File: src/rtl/tmr_pkg.sv
package tmr_pkg;
  localparam int          WORD_W   = 32;
  localparam int          LANES    = WORD_W / 8;
  localparam int          PER_LSB  = 10;
  localparam int          PER_W    = 21;
  localparam int          FLAG_BIT = 31;
  localparam logic [WORD_W-1:0] EXPIRED_COUNT = 32'h8000_0400;

  function automatic logic [WORD_W-1:0] lane_merge(
    input logic [WORD_W-1:0] old_v,
    input logic [WORD_W-1:0] new_v,
    input logic [LANES-1:0]  strb
  );
    logic [WORD_W-1:0] r;
    for (int b = 0; b < LANES; b++)
      r[b*8 +: 8] = strb[b] ? new_v[b*8 +: 8] : old_v[b*8 +: 8];
    return r;
  endfunction
endpackage

File: src/rtl/tmr_usec_div.sv
module tmr_usec_div #(
  parameter int DIV = 125
) (
  input  logic clk,
  input  logic rst,
  input  logic restart,
  input  logic run,
  output logic tick
);
  localparam int PW = (DIV > 1) ? $clog2(DIV) : 1;
  localparam logic [PW-1:0] LAST = PW'(DIV - 1);

  logic [PW-1:0] pre_q;

  always_ff @(posedge clk) begin
    if (rst || restart)  pre_q <= '0;
    else if (run)        pre_q <= (pre_q == LAST) ? '0 : pre_q + 1'b1;
  end

  assign tick = run && (pre_q == LAST);

  generate
    if (DIV > 1) begin : g_spacing
      p_tick_spaced_r3: assert property (@(posedge clk) disable iff (rst)
        tick |=> !tick);
    end
  endgenerate
endmodule

File: src/rtl/tmr_channel.sv
module tmr_channel
  import tmr_pkg::*;
#(
  parameter int DIV = 125
) (
  input  logic              clk,
  input  logic              rst,
  input  logic              wr_cnt,
  input  logic              wr_lim,
  input  logic              rd_lim,
  input  logic [WORD_W-1:0] wdata,
  input  logic [LANES-1:0]  wstrb,
  input  logic              irq_gate,
  output logic [WORD_W-1:0] cnt_q,
  output logic [WORD_W-1:0] lim_q,
  output logic              irq_q
);
  logic [PER_W-1:0]  rem_q;
  logic              run_q;
  logic              tick;
  logic [WORD_W-1:0] lim_new;
  logic [PER_W-1:0]  new_period;
  logic              start;
  logic              expire;

  assign lim_new    = lane_merge(lim_q, wdata, wstrb);
  assign new_period = lim_new[PER_LSB +: PER_W];
  assign start      = wr_lim && (|wstrb);
  assign expire     = tick && (rem_q == PER_W'(1)) && !start;

  tmr_usec_div #(.DIV(DIV)) i_div (
    .clk     (clk),
    .rst     (rst),
    .restart (start),
    .run     (run_q),
    .tick    (tick)
  );

  always_ff @(posedge clk) begin
    if (rst) begin
      lim_q <= '0;
      rem_q <= '0;
      run_q <= 1'b0;
    end else if (start) begin
      lim_q <= lim_new;
      rem_q <= new_period;
      run_q <= |new_period;
    end else if (tick) begin
      if (rem_q == PER_W'(1)) begin
        run_q           <= 1'b0;
        rem_q           <= '0;
        lim_q[FLAG_BIT] <= 1'b1;
      end else begin
        rem_q <= rem_q - 1'b1;
      end
    end
  end

  always_ff @(posedge clk) begin
    if (rst)          cnt_q <= '0;
    else if (expire)  cnt_q <= EXPIRED_COUNT;
    else if (wr_cnt)  cnt_q <= lane_merge(cnt_q, wdata, wstrb);
  end

  always_ff @(posedge clk) begin
    if (rst)                      irq_q <= 1'b0;
    else if (expire && irq_gate)  irq_q <= 1'b1;
    else if (rd_lim)              irq_q <= 1'b0;
  end

  p_expiry_flags_r3: assert property (@(posedge clk) disable iff (rst)
    $rose(irq_q) |-> (lim_q[FLAG_BIT] && cnt_q == EXPIRED_COUNT));

  p_read_clears_r7: assert property (@(posedge clk) disable iff (rst)
    (rd_lim && !expire) |=> !irq_q);

  p_idle_stable_r4: assert property (@(posedge clk) disable iff (rst)
    (!run_q && !start) |=> $stable(lim_q));
endmodule

File: src/rtl/usec_limit_timer.sv
module usec_limit_timer
  import tmr_pkg::*;
#(
  parameter int CLK_HZ = 125_000_000
) (
  input  logic              clk,
  input  logic              rst,
  input  logic              bus_en,
  input  logic              bus_wr,
  input  logic [1:0]        bus_addr,
  input  logic [WORD_W-1:0] bus_wdata,
  input  logic [LANES-1:0]  bus_wstrb,
  output logic [WORD_W-1:0] bus_rdata,
  input  logic              ctl_we,
  input  logic [7:0]        ctl_wdata,
  output logic [7:0]        ctl_q,
  output logic              irq_ch0,
  output logic              irq_ch1
);
  localparam int DIV_RAW = CLK_HZ / 1_000_000;
  localparam int DIV     = (DIV_RAW > 0) ? DIV_RAW : 1;
  localparam int NCH     = 2;
  localparam int GLB_BIT = 0;

  logic [WORD_W-1:0] cnt_w [NCH];
  logic [WORD_W-1:0] lim_w [NCH];
  logic [NCH-1:0]    irq_w;

  always_ff @(posedge clk) begin
    if (rst)          ctl_q <= '0;
    else if (ctl_we)  ctl_q <= ctl_wdata;
  end

  generate
    for (genvar ch = 0; ch < NCH; ch++) begin : g_ch
      localparam int EN_BIT = (ch == 0) ? 5 : 7;
      logic hit;
      assign hit = bus_en && (bus_addr[1] == 1'(ch));
      tmr_channel #(.DIV(DIV)) i_chan (
        .clk      (clk),
        .rst      (rst),
        .wr_cnt   (hit && bus_wr && !bus_addr[0]),
        .wr_lim   (hit && bus_wr && bus_addr[0]),
        .rd_lim   (hit && !bus_wr && bus_addr[0]),
        .wdata    (bus_wdata),
        .wstrb    (bus_wstrb),
        .irq_gate (ctl_q[EN_BIT] && ctl_q[GLB_BIT]),
        .cnt_q    (cnt_w[ch]),
        .lim_q    (lim_w[ch]),
        .irq_q    (irq_w[ch])
      );
    end
  endgenerate

  always_ff @(posedge clk) begin
    if (rst)
      bus_rdata <= '0;
    else if (bus_en && !bus_wr)
      bus_rdata <= bus_addr[0] ? lim_w[bus_addr[1]] : cnt_w[bus_addr[1]];
  end

  assign irq_ch0 = irq_w[0];
  assign irq_ch1 = irq_w[1];

  p_gate_ch0_r5: assert property (@(posedge clk) disable iff (rst)
    $rose(irq_ch0) |-> $past(ctl_q[5] && ctl_q[0]));

  p_gate_ch1_r6: assert property (@(posedge clk) disable iff (rst)
    $rose(irq_ch1) |-> $past(ctl_q[7] && ctl_q[0]));
endmodule

File: config.mk
export PLATFORM = sky130hd
export DESIGN_NAME = usec_limit_timer
export DESIGN_NICKNAME = d
export VERILOG_FILES = /design/src/rtl/tmr_pkg.sv /design/src/rtl/tmr_usec_div.sv /design/src/rtl/tmr_channel.sv /design/src/rtl/usec_limit_timer.sv
export SDC_FILE = /design/constraint.sdc
export NUM_CORES = 1
export LEC_CHECK = 0
export CAP_MARGIN = 20
export CORE_MARGIN = 2
export CORE_UTILIZATION = 30
export CTS_CLUSTER_SIZE = 8
export DETAILED_ROUTE_END_ITERATION = 10
export DONT_BUFFER_PORTS = 1
export GPL_TIMING_DRIVEN = 0
export PLACE_DENSITY_LB_ADDON = 0.2
export RECOVER_POWER = 25
export SETUP_SLACK_MARGIN = 0.4
export SKIP_CTS_REPAIR_TIMING = 1
export SYNTH_ARGS = -nofsm -noshare
export SYNTH_HDL_FRONTEND = slang
export SYNTH_SLANG_ARGS = --single-unit
File: constraint.sdc
create_clock -name clk -period 2.9 [get_ports clk]
set_input_delay 0.58 -clock clk [delete_from_list [all_inputs] [get_ports clk]]
set_output_delay 0.58 -clock clk [all_outputs]
set_load 0.005 [all_outputs]
==> qor.yml <==
status:
  status: "finished, final reports clean"
clock_tree:
  cts_root_buf: "clkbuf_16"
  clockBufferDepth: 3
  cts.sinks: 228
  worstSkewPairLatency_ps: 530
  tritoncts: "yes"
  h-tree-depth: 2
  cts_buffers: 35
  clk_pin_slew_ps: 50
routing:
  vias: 9619
  drc_errors: 0
  wl_per_cell_um: 22.92
  wl_mm: 39.90
  antenna_left: 0
  first_iter_violations: 684
  dr.pass1.iters: 5
  viasPerCell: 5.525
timing:
  finClkSkew_ps: 29.22
  hold_violations: 0
  fmax_mhz: 412.8
  slew_viol_final: 0
  rsz0062_at_grt: "no"
  setup_viol: 0
  worstMarginPinSlew_ps: 1019
  whs_ps: 199.1
  maxSlewHeadroom: 0.3155
  fin_crit_sh: 0.8353
  final.setup.worst_slack_ps: 477.8
  period_needed_ps: 2422
global_routing:
  antenna_found_initial: 1
  grt_max_degree: 11
  met2_usage: 0.3242
  grt-busiest-layer: "met2"
  grt_pass1_vias: 9434
  gr-usage-met3: 0.04598
  grt_pass1_wl_mm: 60.76
  grt.met1_usage: 0.2896
  grt.total_usage: 0.2095
  overflow: 0
logic_synthesis:
  yosysWarnings: 0
  synth.avg_cell_area_um2: 8.851
  synth_seq_cells: 228
  synth_edf_count: 0
  synth_cell_type_count: 70
  async_reset_ff_frac: 0
  synth_fp_nets: 1295
  yosys-top-cells-count: "dfxtp_1 (228), nand2_1 (200), a21oi_1 (118)"
  ys_seq_area_frac: 0.4172
  synthCells: 1236
  syn_area_mm2: 0.01094
  synth_top_cell_area_share: 0.4172
  yosys.area.top_type: "dfxtp_1"
  synth_most_common_cell: "dfxtp_1"
  synth_ff_type: "dfxtp_1"
  synthTopCellsByArea: "dfxtp_1 (42%), nand2_1 (6.9%), mux4_2 (6.6%)"
placed_design:
  dp_hpwl_mm: 29.04
  placed_cell_area_mm2: 0.01152
  gp_congestion: 0.8743
  port_buffers: 0
  pre_cts_slack_ps: -29.29
flow_run:
  drv_cap: 0
pwr:
  clkPwrFrac: 0.480
  power_leakage_nw: 4.228
  p_sw_mw: 2.033
  power_frac_seq: 0.426
  p_int_mw: 5.597
  ir_drop_mv: 0.3144
  p_comb_frac: 0.093
  power_density_mw_per_mm2: 610.5
  swShare: 0.2665
min_path:
  holdCritPathClass: "primary input to flip-flop"
floorplan:
  start_util: 0.3061
  rows: 69
  coreArea_mm2: 0.03574
  dieWidth_um: 195.0
  io-pin-count: 93
  die-area_mm2: 0.03801
  dieHeight_um: 195.0
layout:
  antenna_cells: 0
  design_area_mm2: 0.01250
  drive_gt1_frac: 0.1305
  nets: 1332
  final_util: 0.3497
  syn_to_final_growth_pct: 14.25
setup_path:
  worstSetupPathType: "primary input to flip-flop"
  crit_required_ps: 3260
  cp_max_fo: 10
  cp-end-kind: "flip-flop"
  critPathLaunchType: "primary input"
  arrival_ps: 2780
==> worst paths after layout <==
| path | start | to | slack [ps] | cells past startpoint |
|---|---|---|---|---|
| min | bus_wdata[6] | g_ch[1].i_chan.lim_q[6]$_SDFFE_PP0P_ | 200 | 2 |
| min reg2reg | g_ch[1].i_chan.lim_q[6]$_SDFFE_PP0P_ | g_ch[1].i_chan.lim_q[6]$_SDFFE_PP0P_ | 450 | 2 |
| max reg2reg | g_ch[1].i_chan.rem_q[0]$_SDFFE_PP0P_ | g_ch[1].i_chan.cnt_q[2]$_SDFFE_PP0P_ | 550 | 7 |
| max | bus_addr[0] | g_ch[0].i_chan.lim_q[31]$_SDFFE_PP0P_ | 480 | 7 |
==> logic make-up (layout without fill, tap and decap cells) <==
logic type      count (synthesis)  after routing  share of synthesized area
simple gates                  490            490                     0.2110
xor+xnor                       39             39                    0.03123
mux                           104            104                     0.1323
flops                         228            228                     0.4172
buf+inv                       110            154                    0.04404
compound gates                257            257                     0.1550
fa+ha+maj                       8              8                   0.009151
==> power groups by stage <==
stage	Clock [mW]	Combinational (mW)	Sequential (mW)
detailed placement	0	0.696	3.31
global placement	0	0.694	3.31
CTS	3.73	0.699	3.25
floorplan	0	0.487	3.30
global route	3.86	0.769	3.26
finish	3.66	0.711	3.25
==> stage by stage <==
stage                     total power [mW]  TNS [ps]  cells
after global placement               4.009    -604.1   1697
after floorplan                      3.783         0   1236
after CTS                            7.683         0   1741
after global routing                 7.888         0   1741
final                                7.630         0   1741
after detailed placement             4.010    -131.3   1697
==> critical path, stage by stage <==
cell and delay (ps):
buf_2 270, and4b_1 230, clkbuf_1 420, clkbuf_1 600, nand2_1 420, nor2_1 180, a211oi_1 70
==> cell usage in the layout (no fill, tap or decap), types with 4 or more instances in the layout <==
cell       instances
ha_1               8
mux4_2            32
clkbuf_16         35
nor4_1            15
a211oi_1          12
clkbuf_1          60
or3_1              8
buf_1              9
nor3_1            20
nor2_1            75
o31ai_1            4
xor2_1            20
buf_6              4
a21oi_1          118
a31oi_1            7
o21ai_0            9
nand3_1          115
a311oi_1           5
mux2i_1           67
xnor2_1           19
buf_2             28
nand2_1          200
or4_1              5
o22ai_1           25
mux2_2             5
nand2b_1           4
dfxtp_1          228
inv_1             11
nor3b_1            4
nor4_4             4
o211ai_1           9
o2111ai_1          6
nand4_1           11
a21oi_2           30
nor2b_1            4
==> cell type report <==
type,count,area (um^2)
Inverter,11,41.29
Clock inverter,5,67.56
Fill cell,3725,23240
Tap cell,461,576.8
Multi-Input combinational cell,898,5918
Clock buffer,39,890.9
Sequential cell,228,4564
Buffer,99,439.2
==> registers in the layout, indices dropped and copies added (netlist names) <==
signal and cells:
g_ch.i_chan.run_q 2, g_ch.i_chan.i_div.pre_q 14, g_ch.i_chan.rem_q 42, g_ch.i_chan.irq_q 2, bus_rdata 32, g_ch.i_chan.lim_q 64, ctl_q 8, g_ch.i_chan.cnt_q 64
==> metal layers <==
metal  vias up  part of all wire
li1       4533                 -
met1      4654              0.45
met2       361              0.44
met3        69             0.077
met4         2             0.026
met5         -           0.00020
Power figures use the tool's default switching activity.
